### src/rtl/dma_eng_pkg.sv
package dma_eng_pkg;

    localparam int WORD_W = 32;
    localparam int ADDR_W = 21;
    localparam int SPAN_W = 17;
    localparam int CNT_W  = 2 * SPAN_W - 1;
    localparam logic [ADDR_W-1:0] ADDR_MASK = {{(ADDR_W-2){1'b1}}, 2'b00};
    localparam logic [ADDR_W-1:0] WORD_STEP = ADDR_W'(4);
    localparam logic [WORD_W-1:0] CHAIN_END = 32'h00FF_FFFF;

    // control-word and interrupt-word bit positions
    localparam int CTL_DIR   = 0;
    localparam int CTL_DOWN  = 1;
    localparam int CTL_SYNC  = 9;
    localparam int CTL_BUSY  = 24;
    localparam int CTL_TRIG  = 28;
    localparam int IRQ_EN0   = 16;
    localparam int IRQ_MASTR = 23;
    localparam int IRQ_FLAG0 = 24;
    localparam int IRQ_NCH   = 7;

    typedef enum logic [1:0] {
        XF_TO_DEV,
        XF_FROM_DEV,
        XF_LIST,
        XF_CLEAR
    } xfer_kind_e;

    typedef enum logic [2:0] {
        ST_IDLE,
        ST_FETCH,
        ST_SEND,
        ST_TAKE,
        ST_STORE,
        ST_HEAD
    } walk_state_e;

    typedef struct packed {
        xfer_kind_e              kind;
        logic                    step_down;
        logic [ADDR_W-1:0]       start_addr;
        logic [CNT_W-1:0]        words;
    } job_t;

    function automatic logic [ADDR_W-1:0] word_addr(input logic [WORD_W-1:0] a);
        return a[ADDR_W-1:0] & ADDR_MASK;
    endfunction

    function automatic logic [SPAN_W-1:0] span(input logic [15:0] f);
        return (f == 16'h0) ? SPAN_W'(32'h10000) : SPAN_W'(f);
    endfunction

    function automatic logic [CNT_W-1:0] job_words(input logic [WORD_W-1:0] bc,
                                                   input logic [1:0] sync);
        logic [2*SPAN_W-1:0] prod;
        prod = (2*SPAN_W)'(span(bc[15:0])) * (2*SPAN_W)'(span(bc[31:16]));
        return (sync == 2'd1) ? prod[CNT_W-1:0] : CNT_W'(span(bc[15:0]));
    endfunction

    function automatic xfer_kind_e kind_of(input logic [WORD_W-1:0] ctl);
        case (ctl[CTL_SYNC +: 2])
            2'd2:    return XF_LIST;
            2'd3:    return XF_CLEAR;
            default: return ctl[CTL_DIR] ? XF_TO_DEV : XF_FROM_DEV;
        endcase
    endfunction

endpackage

### src/rtl/dma_regs.sv
module dma_regs
    import dma_eng_pkg::*;
#(
    parameter int CH_IDX = 2
) (
    input  logic              clk,
    input  logic              rst,
    input  logic              reg_we,
    input  logic [1:0]        reg_sel,
    input  logic [WORD_W-1:0] reg_wdata,
    input  logic              active,
    input  logic              done,
    output logic [WORD_W-1:0] base_q,
    output logic [WORD_W-1:0] blk_q,
    output logic [WORD_W-1:0] ctl_q,
    output logic [WORD_W-1:0] irqc_q,
    output logic              start,
    output job_t              job,
    output logic              irq_pulse
);

    logic             gate;
    logic [IRQ_NCH-1:0] flag_set, flag_clr;

    assign start = !active && ctl_q[CTL_BUSY] &&
                   ((ctl_q[CTL_SYNC +: 2] != 2'd0) || ctl_q[CTL_TRIG]);
    assign job.kind       = kind_of(ctl_q);
    assign job.step_down  = ctl_q[CTL_DOWN];
    assign job.start_addr = word_addr(base_q);
    assign job.words      = job_words(blk_q, ctl_q[CTL_SYNC +: 2]);

    assign gate     = irqc_q[IRQ_EN0 + CH_IDX] && irqc_q[IRQ_MASTR];
    assign flag_set = (done && gate) ? IRQ_NCH'(1) << CH_IDX : '0;
    assign flag_clr = (reg_we && reg_sel == 2'd3) ? reg_wdata[IRQ_FLAG0 +: IRQ_NCH] : '0;

    always_ff @(posedge clk) begin
        if (rst) begin
            base_q    <= '0;
            blk_q     <= '0;
            ctl_q     <= '0;
            irqc_q    <= '0;
            irq_pulse <= 1'b0;
        end else begin
            if (reg_we && !active) begin
                case (reg_sel)
                    2'd0:    base_q <= reg_wdata;
                    2'd1:    blk_q  <= reg_wdata;
                    2'd2:    ctl_q  <= reg_wdata;
                    default: ;
                endcase
            end
            if (reg_we && reg_sel == 2'd3)
                irqc_q[IRQ_MASTR:0] <= reg_wdata[IRQ_MASTR:0];
            irqc_q[IRQ_FLAG0 +: IRQ_NCH] <= (irqc_q[IRQ_FLAG0 +: IRQ_NCH] & ~flag_clr) | flag_set;
            if (done) begin
                ctl_q[CTL_BUSY] <= 1'b0;
                ctl_q[CTL_TRIG] <= 1'b0;
                if (ctl_q[CTL_SYNC +: 2] == 2'd1)
                    blk_q[31:16] <= 16'h0;
            end
            irq_pulse <= done && gate;
        end
    end

endmodule

### src/rtl/dma_walker.sv
module dma_walker
    import dma_eng_pkg::*;
(
    input  logic              clk,
    input  logic              rst,
    input  logic              start,
    input  job_t              job,
    output logic              active,
    output logic              done,
    output logic              mem_req,
    output logic              mem_we,
    output logic [ADDR_W-1:0] mem_addr,
    output logic [WORD_W-1:0] mem_wdata,
    input  logic [WORD_W-1:0] mem_rdata,
    input  logic              mem_ready,
    output logic              dev_out_valid,
    output logic [WORD_W-1:0] dev_out_data,
    input  logic              dev_out_ready,
    input  logic [WORD_W-1:0] dev_in_data,
    input  logic              dev_in_valid,
    output logic              dev_in_ready
);

    walk_state_e       st;
    xfer_kind_e        kind_q;
    logic              down_q;
    logic [ADDR_W-1:0] cur;
    logic [CNT_W-1:0]  left;
    logic [7:0]        pay;
    logic              end_q;
    logic [ADDR_W-1:0] next_q;
    logic [WORD_W-1:0] buf_q;
    logic              last_word;
    logic [ADDR_W-1:0] cur_step, cur_inc, cur_dec, hdr_next;

    assign last_word = (left == CNT_W'(1));
    assign cur_inc   = (cur + WORD_STEP) & ADDR_MASK;
    assign cur_dec   = (cur - WORD_STEP) & ADDR_MASK;
    assign cur_step  = down_q ? cur_dec : cur_inc;
    assign hdr_next  = word_addr({8'h0, mem_rdata[23:0]});

    assign active        = (st != ST_IDLE);
    assign mem_req       = (st == ST_FETCH) || (st == ST_STORE) || (st == ST_HEAD);
    assign mem_we        = (st == ST_STORE);
    assign mem_addr      = cur;
    assign mem_wdata     = (kind_q != XF_CLEAR) ? buf_q :
                           last_word ? CHAIN_END : WORD_W'(cur_dec);
    assign dev_out_valid = (st == ST_SEND);
    assign dev_out_data  = buf_q;
    assign dev_in_ready  = (st == ST_TAKE);

    always_comb begin
        case (st)
            ST_STORE: done = mem_ready && last_word;
            ST_SEND:  done = dev_out_ready &&
                             ((kind_q == XF_LIST) ? (pay == 8'd1 && end_q) : last_word);
            ST_HEAD:  done = mem_ready && mem_rdata[31:24] == 8'd0 && mem_rdata[23];
            default:  done = 1'b0;
        endcase
    end

    always_ff @(posedge clk) begin
        if (rst) begin
            st     <= ST_IDLE;
            kind_q <= XF_TO_DEV;
            down_q <= 1'b0;
            cur    <= '0;
            left   <= '0;
            pay    <= '0;
            end_q  <= 1'b0;
            next_q <= '0;
            buf_q  <= '0;
        end else begin
            case (st)
                ST_IDLE: if (start) begin
                    kind_q <= job.kind;
                    down_q <= job.step_down || (job.kind == XF_CLEAR);
                    cur    <= job.start_addr;
                    left   <= job.words;
                    case (job.kind)
                        XF_TO_DEV:   st <= ST_FETCH;
                        XF_FROM_DEV: st <= ST_TAKE;
                        XF_LIST:     st <= ST_HEAD;
                        default:     st <= ST_STORE;
                    endcase
                end
                ST_FETCH: if (mem_ready) begin
                    buf_q <= mem_rdata;
                    st    <= ST_SEND;
                end
                ST_SEND: if (dev_out_ready) begin
                    if (kind_q == XF_LIST) begin
                        if (pay == 8'd1) begin
                            cur <= next_q;
                            st  <= end_q ? ST_IDLE : ST_HEAD;
                        end else begin
                            pay <= pay - 8'd1;
                            cur <= cur_inc;
                            st  <= ST_FETCH;
                        end
                    end else begin
                        left <= left - CNT_W'(1);
                        cur  <= cur_step;
                        st   <= last_word ? ST_IDLE : ST_FETCH;
                    end
                end
                ST_TAKE: if (dev_in_valid) begin
                    buf_q <= dev_in_data;
                    st    <= ST_STORE;
                end
                ST_STORE: if (mem_ready) begin
                    left <= left - CNT_W'(1);
                    cur  <= cur_step;
                    if (last_word)                st <= ST_IDLE;
                    else if (kind_q != XF_CLEAR)  st <= ST_TAKE;
                end
                ST_HEAD: if (mem_ready) begin
                    pay    <= mem_rdata[31:24];
                    end_q  <= mem_rdata[23];
                    next_q <= hdr_next;
                    if (mem_rdata[31:24] == 8'd0) begin
                        cur <= hdr_next;
                        if (mem_rdata[23]) st <= ST_IDLE;
                    end else begin
                        cur <= cur_inc;
                        st  <= ST_FETCH;
                    end
                end
                default: st <= ST_IDLE;
            endcase
        end
    end

endmodule

### src/rtl/dma_chan_engine.sv
module dma_chan_engine
    import dma_eng_pkg::*;
#(
    parameter int CH_IDX = 2
) (
    input  logic        clk,
    input  logic        rst,
    input  logic        reg_we,
    input  logic [1:0]  reg_sel,
    input  logic [31:0] reg_wdata,
    output logic [31:0] base_q,
    output logic [31:0] blk_q,
    output logic [31:0] ctl_q,
    output logic [31:0] irqc_q,
    output logic        mem_req,
    output logic        mem_we,
    output logic [20:0] mem_addr,
    output logic [31:0] mem_wdata,
    input  logic [31:0] mem_rdata,
    input  logic        mem_ready,
    output logic        dev_out_valid,
    output logic [31:0] dev_out_data,
    input  logic        dev_out_ready,
    input  logic [31:0] dev_in_data,
    input  logic        dev_in_valid,
    output logic        dev_in_ready,
    output logic        dma_irq
);

    logic start, active, done;
    job_t job;

    dma_regs #(.CH_IDX(CH_IDX)) u_regs (
        .clk       (clk),
        .rst       (rst),
        .reg_we    (reg_we),
        .reg_sel   (reg_sel),
        .reg_wdata (reg_wdata),
        .active    (active),
        .done      (done),
        .base_q    (base_q),
        .blk_q     (blk_q),
        .ctl_q     (ctl_q),
        .irqc_q    (irqc_q),
        .start     (start),
        .job       (job),
        .irq_pulse (dma_irq)
    );

    dma_walker u_walk (
        .clk           (clk),
        .rst           (rst),
        .start         (start),
        .job           (job),
        .active        (active),
        .done          (done),
        .mem_req       (mem_req),
        .mem_we        (mem_we),
        .mem_addr      (mem_addr),
        .mem_wdata     (mem_wdata),
        .mem_rdata     (mem_rdata),
        .mem_ready     (mem_ready),
        .dev_out_valid (dev_out_valid),
        .dev_out_data  (dev_out_data),
        .dev_out_ready (dev_out_ready),
        .dev_in_data   (dev_in_data),
        .dev_in_valid  (dev_in_valid),
        .dev_in_ready  (dev_in_ready)
    );

endmodule

### config.mk
export PLATFORM = sky130hd
export DESIGN_NAME = dma_chan_engine
export DESIGN_NICKNAME = d
export VERILOG_FILES = /design/src/rtl/dma_eng_pkg.sv /design/src/rtl/dma_regs.sv /design/src/rtl/dma_walker.sv /design/src/rtl/dma_chan_engine.sv
export SDC_FILE = /design/constraint.sdc
export NUM_CORES = 1
export LEC_CHECK = 0
export ABC_CLOCK_PERIOD_IN_PS = 9450
export BUFFER_PORTS_ARGS = -buffer_cell sky130_fd_sc_hd__buf_2
export CORE_ASPECT_RATIO = 1.1
export CORE_UTILIZATION = 59
export DETAILED_ROUTE_END_ITERATION = 12
export HOLD_SLACK_MARGIN = 0.15
export PLACE_DENSITY_LB_ADDON = 0.08
export SLEW_MARGIN = 0
export SYNTH_ARGS = -nofsm -noshare
export SYNTH_HDL_FRONTEND = slang
export SYNTH_SLANG_ARGS = --single-unit
### constraint.sdc
create_clock -name clk -period 9.45 [get_ports clk]
set_input_delay 0.4725 -clock clk [delete_from_list [all_inputs] [get_ports clk]]
set_output_delay 0.4725 -clock clk [all_outputs]
set_load 0.005 [all_outputs]
* Yosys cells after proc, flatten, opt, wreduce, memory -nomap -nowiden
Cells that the tools add are included.
W data, S select, Z words.
** Storage, ports and cells
- Logic and storage cells :: 146
- Output and inout port bits :: 218
- Flip-flop bits (word level) :: 248
- Bits of input ports :: 104
** Operators by class
- Multiply operators :: 1
- Reductions and logical operators :: 39
- $add $sub $neg :: 4
- Equality and inequality tests :: 29
- Bitwise gates (word level) :: 3
- Muxes and demuxes :: 53
** Operators by type and width (count)
- $mux W21 :: 8
- $mux W33 :: 5
- $mux W32 :: 5
- $pmux W33 S3 :: 1
- $pmux W21 S4 :: 1
- $pmux W32 S2 :: 1
- $mux W3 :: 14
- $mux W17 :: 2
- $eq A33 B1 Y1 const B :: 1
- $mul A17 B17 Y33 :: 1
- $sub A33 B1 Y33 const B :: 1
- $logic_not A16 Y1 :: 2
- $mux W16 :: 2
- $mux W8 :: 4
- $mux W24 :: 1
- $add A21 B3 Y21 const B :: 1
- $sub A21 B3 Y21 const B :: 1
- $pmux W3 S6 :: 1
- $pmux W8 S2 :: 1
- $reduce_and A5 Y1 :: 3
- $eq A2 B2 Y1 const B :: 7
- $ne A2 B2 Y1 const B :: 7
- $logic_and A1 B1 Y1 :: 11
- $reduce_and A2 Y1 :: 5
- 28 further kinds :: 43

* Depth between registers and ports, before layout
Gate-level depths: netlist of the first run.
- Word-level depth :: 8
- Mapped depth :: 24
- Depth with buffers taken out :: 22

* Hierarchy
Synthesis of the first run repeated with hierarchy kept, for this count alone.
** Second synthesis, totals
- Cells, all modules :: 2834
- Area total of the unflattened synthesis :: 21918.5 sq um
** By module, submodules not included
- dma_regs :: area each 14411.3 sq um, times used 1, cells an instance 1777, sequential area each 2562.5 sq um
- dma_walker :: area each 7507.2 sq um, times used 1, cells an instance 1057, sequential area each 2402.3 sq um

* Worst setup path after synthesis of the first run
Ideal clock, no wire load.
- Path type :: reg2reg
- Start point :: register u_regs.blk_q[0]
- End point :: register u_walk.left[32]
- Path slack :: 2780 ps
- Path buffers :: 3
- Required time :: 9332 ps
- Library setup time :: 118 ps
- Arrival :: 6551 ps
- Cell stages (with the launch flop) :: 25
- Period minus slack after synthesis :: 6670 ps
- Cells stage by stage :: dfxtp_1 > clkbuf_1 > nor4_1 > and4_1 > clkbuf_1 > clkbuf_1 > nand2_1 > fa_1 > fa_1 > inv_1 > fa_1 > fa_1 > fa_1 > inv_1 > fa_1 > inv_1 > ha_1 > and4_1 > and2_1 > a32o_1 > a31o_2 > o41a_1 > a311oi_2 > xnor2_1 > o2bb2ai_1
** Between the ends
- Longest elaborated chain between the ends :: 6
** RTL lines
- start: declaration :: line dma_regs.sv:14 : output logic [WORD_W-1:0] blk_q,
- start signal: assignment :: line dma_regs.sv:47 : 2'd1: blk_q <= reg_wdata;
- $logic_not A16 Y1 :: line dma_eng_pkg.sv:50 : return (f == 16'h0) ? SPAN_W'(32'h10000) : SPAN_W'(f);
- $mux W17 * :: line dma_eng_pkg.sv:50
- $mul A17 B17 Y33 * :: line dma_eng_pkg.sv:56 : prod = (2*SPAN_W)'(span(bc[15:0])) * (2*SPAN_W)'(span(bc[31:16]));
- $mux W33 * :: line dma_eng_pkg.sv:57 : return (sync == 2'd1) ? prod[CNT_W-1:0] : CNT_W'(span(bc[15:0]));
- $mux W33 * :: line dma_walker.sv:75 : ST_IDLE: if (start) begin
- $pmux W33 S3 * :: line dma_walker.sv:74 : case (st)
- end signal: assignment :: line dma_walker.sv:79 : left <= job.words;
- end signal: assignment :: line dma_walker.sv:102 : left <= left - CNT_W'(1);
- end signal: assignment :: line dma_walker.sv:112 : left <= left - CNT_W'(1);
- end: declaration :: line dma_walker.sv:28 : logic [CNT_W-1:0] left;
Every way passes the cells marked *; elsewhere a longest branch is shown, timed or not. The select of a mux whose other input is x is not followed.
A chain may end at the register's enable or synchronous reset.

* Final worst setup path of the first run
- Start point :: register u_regs.blk_q[11]
- End point :: register u_walk.left[30]
The elaborated chain is that of the path after synthesis.

==> impl_metrics.ini, run 1 <==
[critical_path]
crit_required_ps = 9870
critPathSlowestCell = and4_1
cp-start-kind = flop
critical_path.max_fanout = 21
worst_path_most_repeated_cell = fa_1
path_cells = nor4_1 > and4_1 > nand2_1 > fa_1 > fa_1 > inv_1 > fa_1 > fa_1 > fa_1 > inv_1 > fa_1 > inv_1 > ha_1 > and4_1 > and2_1 > a32o_1 > a31o_2 > o41a_1 > a31oi_1 > xor2_1 > o22ai_1
critPathMaxStageDelay_ps = 670
crit_type = flop to flop
cp.arrival_ps = 7730
crit_path_end_kind = flop

[die]
die_x_um = 186
io_pins = 322
num_rows = 73
start_util = 0.604
core_area_um2 = 36500
dieArea_um2 = 38200
die_y_um = 205

[pwr]
intPower_mw = 2.20
seqPwrFrac = 0.348
clockPowerShare = 0.301
power_switching_share = 0.398
vdd_drop_max_v = 0.000129
p_comb_frac = 0.351
p_leak_nw = 11.4
powerDensity_nw_per_um2 = 149
power.net_switching_mw = 1.46

[layout]
drive_gt1_frac = 0.140
syn_to_final_growth_pct = 11.0
layout.cells.non_filler = 3532
nets = 3459

[clock_network]
cts_tree = done
clock-sinks = 246
cts_made_buffers = 28
clk_pin_slew_ps = 70
post_cts_buffers = 0
cts_hold_buf = 1
clockBufferDepth = 3
h-tree-depth = 1
clock-root-buffer = clkbuf_16
clk-insertion-delay-late_ps = 570
cts.repair.resized = 0

[timing]
fmax_ghz = 0.137
fin_crit_sh = 0.774
min_period_ps = 7310
tightest_slew_ps = 1250
setup_viol = 0
finalMaxSlewViolations = 0
hold_viol = 0
relSlewSlack = 0.166
tns_ps = 0
rsz0062_at_grt = no
clock_skew_ps = 13.7

[synth]
ys_ff_latch = 246
synth_top_cell_by_area = dfxtp_1
syn_avg_cell_area_um2 = 7.69
yosys_warnings = 0
synth_common_cells = nand2_1 (641), inv_1 (294), a21oi_1 (247)
synthTopCellsByArea = dfxtp_1 (22%), fa_1 (20%), nand2_1 (11%), ha_1 (6.2%), a21oi_1 (5.6%)
synth-edff-count = 0
syn_inst = 2871
async_flop_share = 0
synth_most_common_cell = nand2_1
seq_area_frac_synth = 0.223
synth_top_area_share = 0.223
synth_area_um2 = 22100
synth_ff_type = dfxtp_1
ys_types = 80

[global_routing]
grt_pass1_vias = 21048
grt_overflow_total = 0
grt_usage = 0.391
use_met2 = 0.683
grt_pass1_wl_mm = 117
busiest_layer = met2
met1_usage = 0.455
antenna_found_initial = 3
use_met3 = 0.0603
grt_max_degree = 81

[drt]
wl_mm = 74.8
vias = 21209
first_iter_violations = 2127
antenna_left = 0
wl_per_cell_um = 21.2
firstDrtPassIters = 6
viasPerCell = 6.00
drc = 0

[outcome]
status = completed

[placement]
gp_congestion = 0.974
hpwl_mm = 55.7
portBuffers = 318
dpl.cell_count = 3478

[hold_path]
hold_path.class = input pin to flop

[run]
maxCapViolations = 0
## cells in the final DEF (no fill, tap or decap), types with 5 or more instances in the layout
master,n
xor2_1,20
a221oi_1,11
clkbuf_8,8
nor2_1,171
nand4_1,5
nand2b_1,11
a22oi_1,9
ha_1,110
inv_1,294
a21o_1,13
nand3_1,31
and4_1,6
buf_2,317
mux2i_1,16
nor4_1,28
o211ai_1,14
o21a_1,6
nor3_1,35
a211oi_1,17
nor2b_1,11
a21oi_1,245
o31ai_1,7
nand2_1,641
clkbuf_16,28
buf_4,25
or2_2,5
o22ai_1,16
xnor2_1,42
fa_1,223
and3_1,17
clkinv_2,6
and2_1,136
a31oi_1,39
o21ai_0,88
dfxtp_1,246
nor3b_1,9
a32oi_1,6
or3_1,8
a311oi_1,36
## power by group through the flow
stage,logic [mW],registers (mW),clock network [mW]
floorplan,0.878,1.20,0
global placement,1.23,1.28,0
detailed placement,1.25,1.29,0
CTS,1.26,1.27,1.11
global route,1.39,1.29,1.15
finish,1.28,1.27,1.10
## per-stage QoR
step	power (mW)	hold slack [ps]	setup WS, ps	utilization	area (um^2)
global placement	2.52	418	2370	0.644	23500
global route	3.82	166	1760	0.670	24500
finish	3.66	168	2140	0.670	24500
CTS	3.63	153	2160	0.670	24500
floorplan	2.08	428	2780	-	22100
detailed placement	2.54	429	2200	0.644	23500
## flip-flops by register name, indices dropped and copies added, names as in the netlist, 3 cells and up
register	count
u_walk.left	33
u_regs.irqc_q	31
u_walk.dev_out_data	32
u_walk.st	3
u_walk.mem_addr	19
u_walk.next_q	19
u_regs.base_q	32
u_regs.ctl_q	32
u_walk.pay	8
u_regs.blk_q	32
## final cells by class
class | instances | area (um^2)
Fill cell | 3237 | 12000
Inverter | 296 | 1110
Timing Repair Buffer | 344 | 1800
Clock inverter | 12 | 110
Clock buffer | 39 | 822
Tap cell | 487 | 609
Multi-Input combinational cell | 2106 | 15100
Antenna cell | 2 | 5.00
Sequential cell | 246 | 4920
## final timing paths
check | from | end | slack (ps) | cells after the start
max | u_regs.blk_q[11] | u_walk.left[30] | 2140 | 21
min | mem_rdata[7] | u_walk.next_q[7] | 170 | 3
max reg2reg | u_regs.blk_q[11] | u_walk.left[30] | 2140 | 21
min reg2reg | u_regs.irqc_q[27] | u_regs.irqc_q[27] | 440 | 2
## worst max-delay path, delay by kind of cell, from the launching register on
kind / cells / cell delay [ps]
DFF: 1 / 580
and+or+nand+nor: 5 / 1640
xor gates and xnor gates: 1 / 170
adders and majority gates: 7 / 3400
AOI/OAI and AO/OA: 5 / 1210
buffers and inverters: 3 / 150
## routing by layer
metal / up-vias / share of wire
met5: - / 0.00015
met2: 1055 / 0.49
met1: 10247 / 0.36
li1: 9641 / -
met4: 2 / 0.067
met3: 264 / 0.075
## logic make-up (layout without fill, tap and decap cells)
logic type,after synthesis,count (layout),share of synthesized area
other,1,5,0.000170
and+or+nand+nor,1135,1135,0.231
muxes,19,19,0.00879
adders and majority gates,333,333,0.265
xor gates and xnor gates,62,62,0.0246
DFF,246,246,0.223
AOI/OAI and AO/OA,554,554,0.154
buffers and inverters,521,691,0.0939
Note: power is estimated with default switching activity, not from simulation.
==> run 2, diff against run 1 <==
ABC_CLOCK_PERIOD_IN_PS = 6450   (was 9450)
CORE_UTILIZATION = 54   (was 59)
clock period = 6.45 ns   (was 9.45 ns; I/O delays follow)
==> impl_metrics.ini, run 2 (same netlist as run 1, synthesis figures left out) <==
[placement]
pre_cts_ws_ps = 96.7
hpwl_mm = 54.8
dpl.cell_count = 3539
portBuffers = 318
post_dp_cell_area_um2 = 23800
gp_congestion = 0.933

[critical_path]
critPathMaxStageDelay_ps = 550
critPathSlowestCell = fa_1
r2r_slack_ps = 180
crit_type = flop to flop
crit_required_ps = 6920
critical_path.max_fanout = 3
cpLargestDelayFamily = adder cells
crit_path_end_kind = flop
worst_path_most_repeated_cell = fa_1
path_cells = nor4_2 > and4_4 > buf_4 > nand2_1 > fa_1 > inv_1 > ha_1 > fa_1 > fa_1 > fa_1 > inv_1 > fa_1 > inv_1 > ha_1 > and4_4 > and2_4 > a32o_1 > a31o_4 > o41a_1 > a311oi_2 > xnor2_1 > o2bb2ai_1
cp-start-kind = flop
cp_num_buf_inv = 4
cp.arrival_ps = 6740

[drt]
vias = 22066
route.met3.wl_mm = 5.45
antenna_left = 0
viasPerCell = 5.94
firstDrtPassIters = 8
wl_per_cell_um = 20.8
first_iter_violations = 1781
dr.max_layer_used = met5
wl_met2_mm = 38.3
wl_mm = 77.1
drc = 0
wl_met1_mm = 28.4

[timing]
worst_hold_slack_ps = 171
finalMaxSlewViolations = 0
tightest_slew_ps = 1230
layout_setup_ws_ps = 183
fmax_ghz = 0.160
rsz0062_at_grt = yes
relSlewSlack = 0.176
hold_viol = 0
tns_ps = 0
min_period_ps = 6270
clock_skew_ps = 24.7
setup_viol = 0
fin_crit_sh = 0.972

[die]
die_y_um = 214
core_area_um2 = 40300
num_rows = 77
dieArea_um2 = 41700
io_pins = 322
die_x_um = 195
start_util = 0.548

[layout]
finalCoreUtilization = 0.656
top_register = u_walk.left
nets = 3618
drive_gt1_frac = 0.153
layout_common_cells = nand2_1 (641), buf_2 (317), inv_1 (294)
layout.cells.non_filler = 3715
largest_reg_flops = 33
syn_to_final_growth_pct = 19.7
postLayoutCellArea_um2 = 26400
final_common_cell = nand2_1

[global_routing]
grt_overflow_total = 0
grt_usage = 0.364
antenna_found_initial = 3
grt_pass1_wl_mm = 120
grt_pass1_vias = 22412
grt_max_degree = 94

[pwr]
p_leak_nw = 12.3
power_mw = 5.70
vdd_drop_max_v = 0.000290
powerDensity_nw_per_um2 = 216

[hold_path]
hold_path.class = input pin to flop

[clock_network]
clk_pin_slew_ps = 60
cts_tree = done
clock-sinks = 246
clockBufferDepth = 3
clock-root-buffer = clkbuf_16
clk-insertion-delay-late_ps = 580
cts_made_buffers = 28
h-tree-depth = 1

[run]
maxCapViolations = 0

[outcome]
status = completed
==> run 2: area by class of cell <==
cell class | instances | area (um^2)
multi-input combinational | 2106 | 15300
fill | 3502 | 13900
sequential | 246 | 4930
timing repair buffer | 503 | 3460
inverter | 296 | 1110
clock buffer | 40 | 826
tap | 513 | 642
clock inverter | 9 | 190
antenna | 2 | 5.00
==> run 2: per-layer routing <==
metal  vias up  GRT usage
met5         -          0
met4         4      0.208
met3       300     0.0535
met2      1009      0.644
met1     10792      0.419
li1       9961          -
==> run 2: final timing paths <==
path	startpoint	endpoint	cells past startpoint
max	u_regs.blk_q[10]	u_walk.left[32]	22
min	mem_rdata[31]	u_walk.pay[7]	3
max reg2reg	u_regs.blk_q[10]	u_walk.left[32]	22
min reg2reg	u_regs.irqc_q[29]	u_regs.irqc_q[29]	2
==> run 2: report_power, final <==
group / leakage [nW] / switching, mW / internal (mW)
Combinational: 9.78 / 1.33 / 0.785
Sequential: 1.99 / 0.173 / 1.64
Clock: 0.495 / 0.682 / 1.09
==> run 2: worst reg2reg max path, cell delays in order (launching register included) <==
cell and delay, ps:
dfxtp_1 340, nor4_2 300, and4_4 280, buf_4 110, nand2_1 100, fa_1 560
inv_1 40, ha_1 280, fa_1 470, fa_1 500, fa_1 510, inv_1 60
fa_1 480, inv_1 40, ha_1 290, and4_4 190, and2_4 150, a32o_1 250
a31o_4 230, o41a_1 460, a311oi_2 320, xnor2_1 150, o2bb2ai_1 80
==> run 2: timing repair <==
action,CTS,global route
setup buffers,0,4
hold buffers,119,0
resized for setup,0,61
endpoints found under the hold margin,184,0
endpoints found under the setup margin,0,10
==> run 3, diff against run 2 <==
==> constraint.sdc (replaced) <==
create_clock -name clk -period 6.45 [get_ports clk]
set_input_delay 0 -clock clk [delete_from_list [all_inputs] [get_ports clk]]
set_output_delay 0 -clock clk [all_outputs]
set_load 0.005 [all_outputs]
==> impl_metrics.ini, run 3 (same netlist as run 1, synthesis figures left out) <==
[timing]
setup_viol = 0
rsz0062_at_grt = yes
worst_hold_slack_ps = 165
clock_skew_ps = 18.5
tightest_slew_ps = 1240
finalMaxSlewViolations = 0
fmax_ghz = 0.159
relSlewSlack = 0.169
hold_viol = 0
min_period_ps = 6290
fin_crit_sh = 0.975

[clock_network]
h-tree-depth = 1
clk-insertion-delay-late_ps = 570
clock-root-buffer = clkbuf_16
cts_made_buffers = 28
cts_tree = done
clk_pin_slew_ps = 70
clock-sinks = 246
clockBufferDepth = 3

[layout]
drive_gt1_frac = 0.152
final_common_cell = nand2_1
nets = 3639
largest_reg_flops = 33
layout_common_cells = nand2_1 (641), buf_2 (317), inv_1 (294)
syn_to_final_growth_pct = 20.3
finalCoreUtilization = 0.659
top_register = u_walk.left
n_antenna_cell = 0

[global_routing]
grt_pass1_wl_mm = 121
grt_max_degree = 94
antenna_found_initial = 2
grt_usage = 0.368
grt_overflow_total = 0
grt_pass1_vias = 22464

[die]
io_pins = 322
core_area_um2 = 40300
die_y_um = 214
start_util = 0.548
dieArea_um2 = 41700
die_x_um = 195
num_rows = 77

[drt]
wl_mm = 77.5
wl_per_cell_um = 20.7
drc = 0
first_iter_violations = 1788
viasPerCell = 5.93
firstDrtPassIters = 6
antenna_left = 0
vias = 22146

[critical_path]
crit_type = flop to flop
critical_path.max_fanout = 7
crit_path_end_kind = flop
cp.arrival_ps = 6760
cp-start-kind = flop
ff2ff_path_depth = 20
crit_required_ps = 6920

[hold_path]
min_path_cells = 6
hold_path.class = input pin to flop

[placement]
hpwl_mm = 54.6
gp_congestion = 0.932
portBuffers = 318

[outcome]
status = completed

[run]
maxCapViolations = 0

[pwr]
vdd_drop_max_v = 0.000217
powerDensity_nw_per_um2 = 210
p_leak_nw = 12.3
-- run 3: cell count changes in the layout (fill, tap and decap cells not counted), sizes merged --
cell         delta
buf             +1
bufinv          -3
clkbuf          +2
clkinv          +3
clkinvlp        +1
diode           -2
dlygate4sd3    +20
inv             -1
-- run 3: final cells by class --
cell class | instances | area, um^2
multi-input combinational | 2106 | 15200
fill | 3498 | 13700
sequential | 246 | 4940
timing repair buffer | 524 | 3670
inverter | 296 | 1110
clock buffer | 42 | 823
tap | 513 | 642
clock inverter | 9 | 115
-- run 3: routing by layer --
metal | GRT usage | share of wire | vias to the layer above | wire length [um]
met3 | 0.0473 | 0.067 | 304 | 5190
met1 | 0.424 | 0.37 | 10816 | 28800
met5 | 0 | 0.00015 | - | 12
met2 | 0.653 | 0.50 | 1029 | 38600
li1 | - | - | 9995 | -
met4 | 0.212 | 0.063 | 2 | 4890
-- run 3: worst paths after layout --
path                     start           endpoint  slack (ps)
max reg2reg   u_regs.blk_q[17]    u_walk.left[32]         160
min reg2reg  u_regs.irqc_q[29]  u_regs.irqc_q[29]         450
min               dev_in_valid       u_walk.st[1]         160
max           u_regs.blk_q[17]    u_walk.left[32]         160
-- run 3: stage by stage --
stage          cell area, um^2  setup TNS, ps  worst slack [ps]  power, mW  instances
6_report                 26500              0               162       5.57       3736
5_1_grt                  26500           -231             -74.2       5.82       3736
4_1_cts                  26200              0               110       5.48       3728
3_5_place_dp             23800              0               109       3.76       3538
3_3_place_gp             23800              0               148       3.73       3538
2_1_floorplan            22100              0              35.4       3.05       2873
-- run 3: worst max-delay path, stage by stage (launching register included) --
cell	delay [ps]
dfxtp_1	310
nor4_1	360
and4_4	340
and2_1	160
fa_1	430
fa_1	450
fa_1	510
fa_1	420
fa_1	490
inv_1	50
fa_1	470
inv_1	40
ha_1	300
and3_1	190
and2_4	160
a32o_1	230
a31o_2	240
o41a_1	490
a311oi_2	310
xnor2_1	140
o2bb2ai_1	80
-- run 3: power by group --
part / internal, mW / leakage, nW / switching (mW)
clock network: 0.961 / 0.455 / 0.673
registers: 1.64 / 2.00 / 0.176
logic: 0.791 / 9.87 / 1.33
-- run 3: repair_timing --
item / in CTS / in global routing
setup buffers: 0 / 6
gates resized for setup: 0 / 68
endpoints found under the setup margin: 0 / 11
hold buffers: 139 / 0
endpoints found under the hold margin: 200 / 0
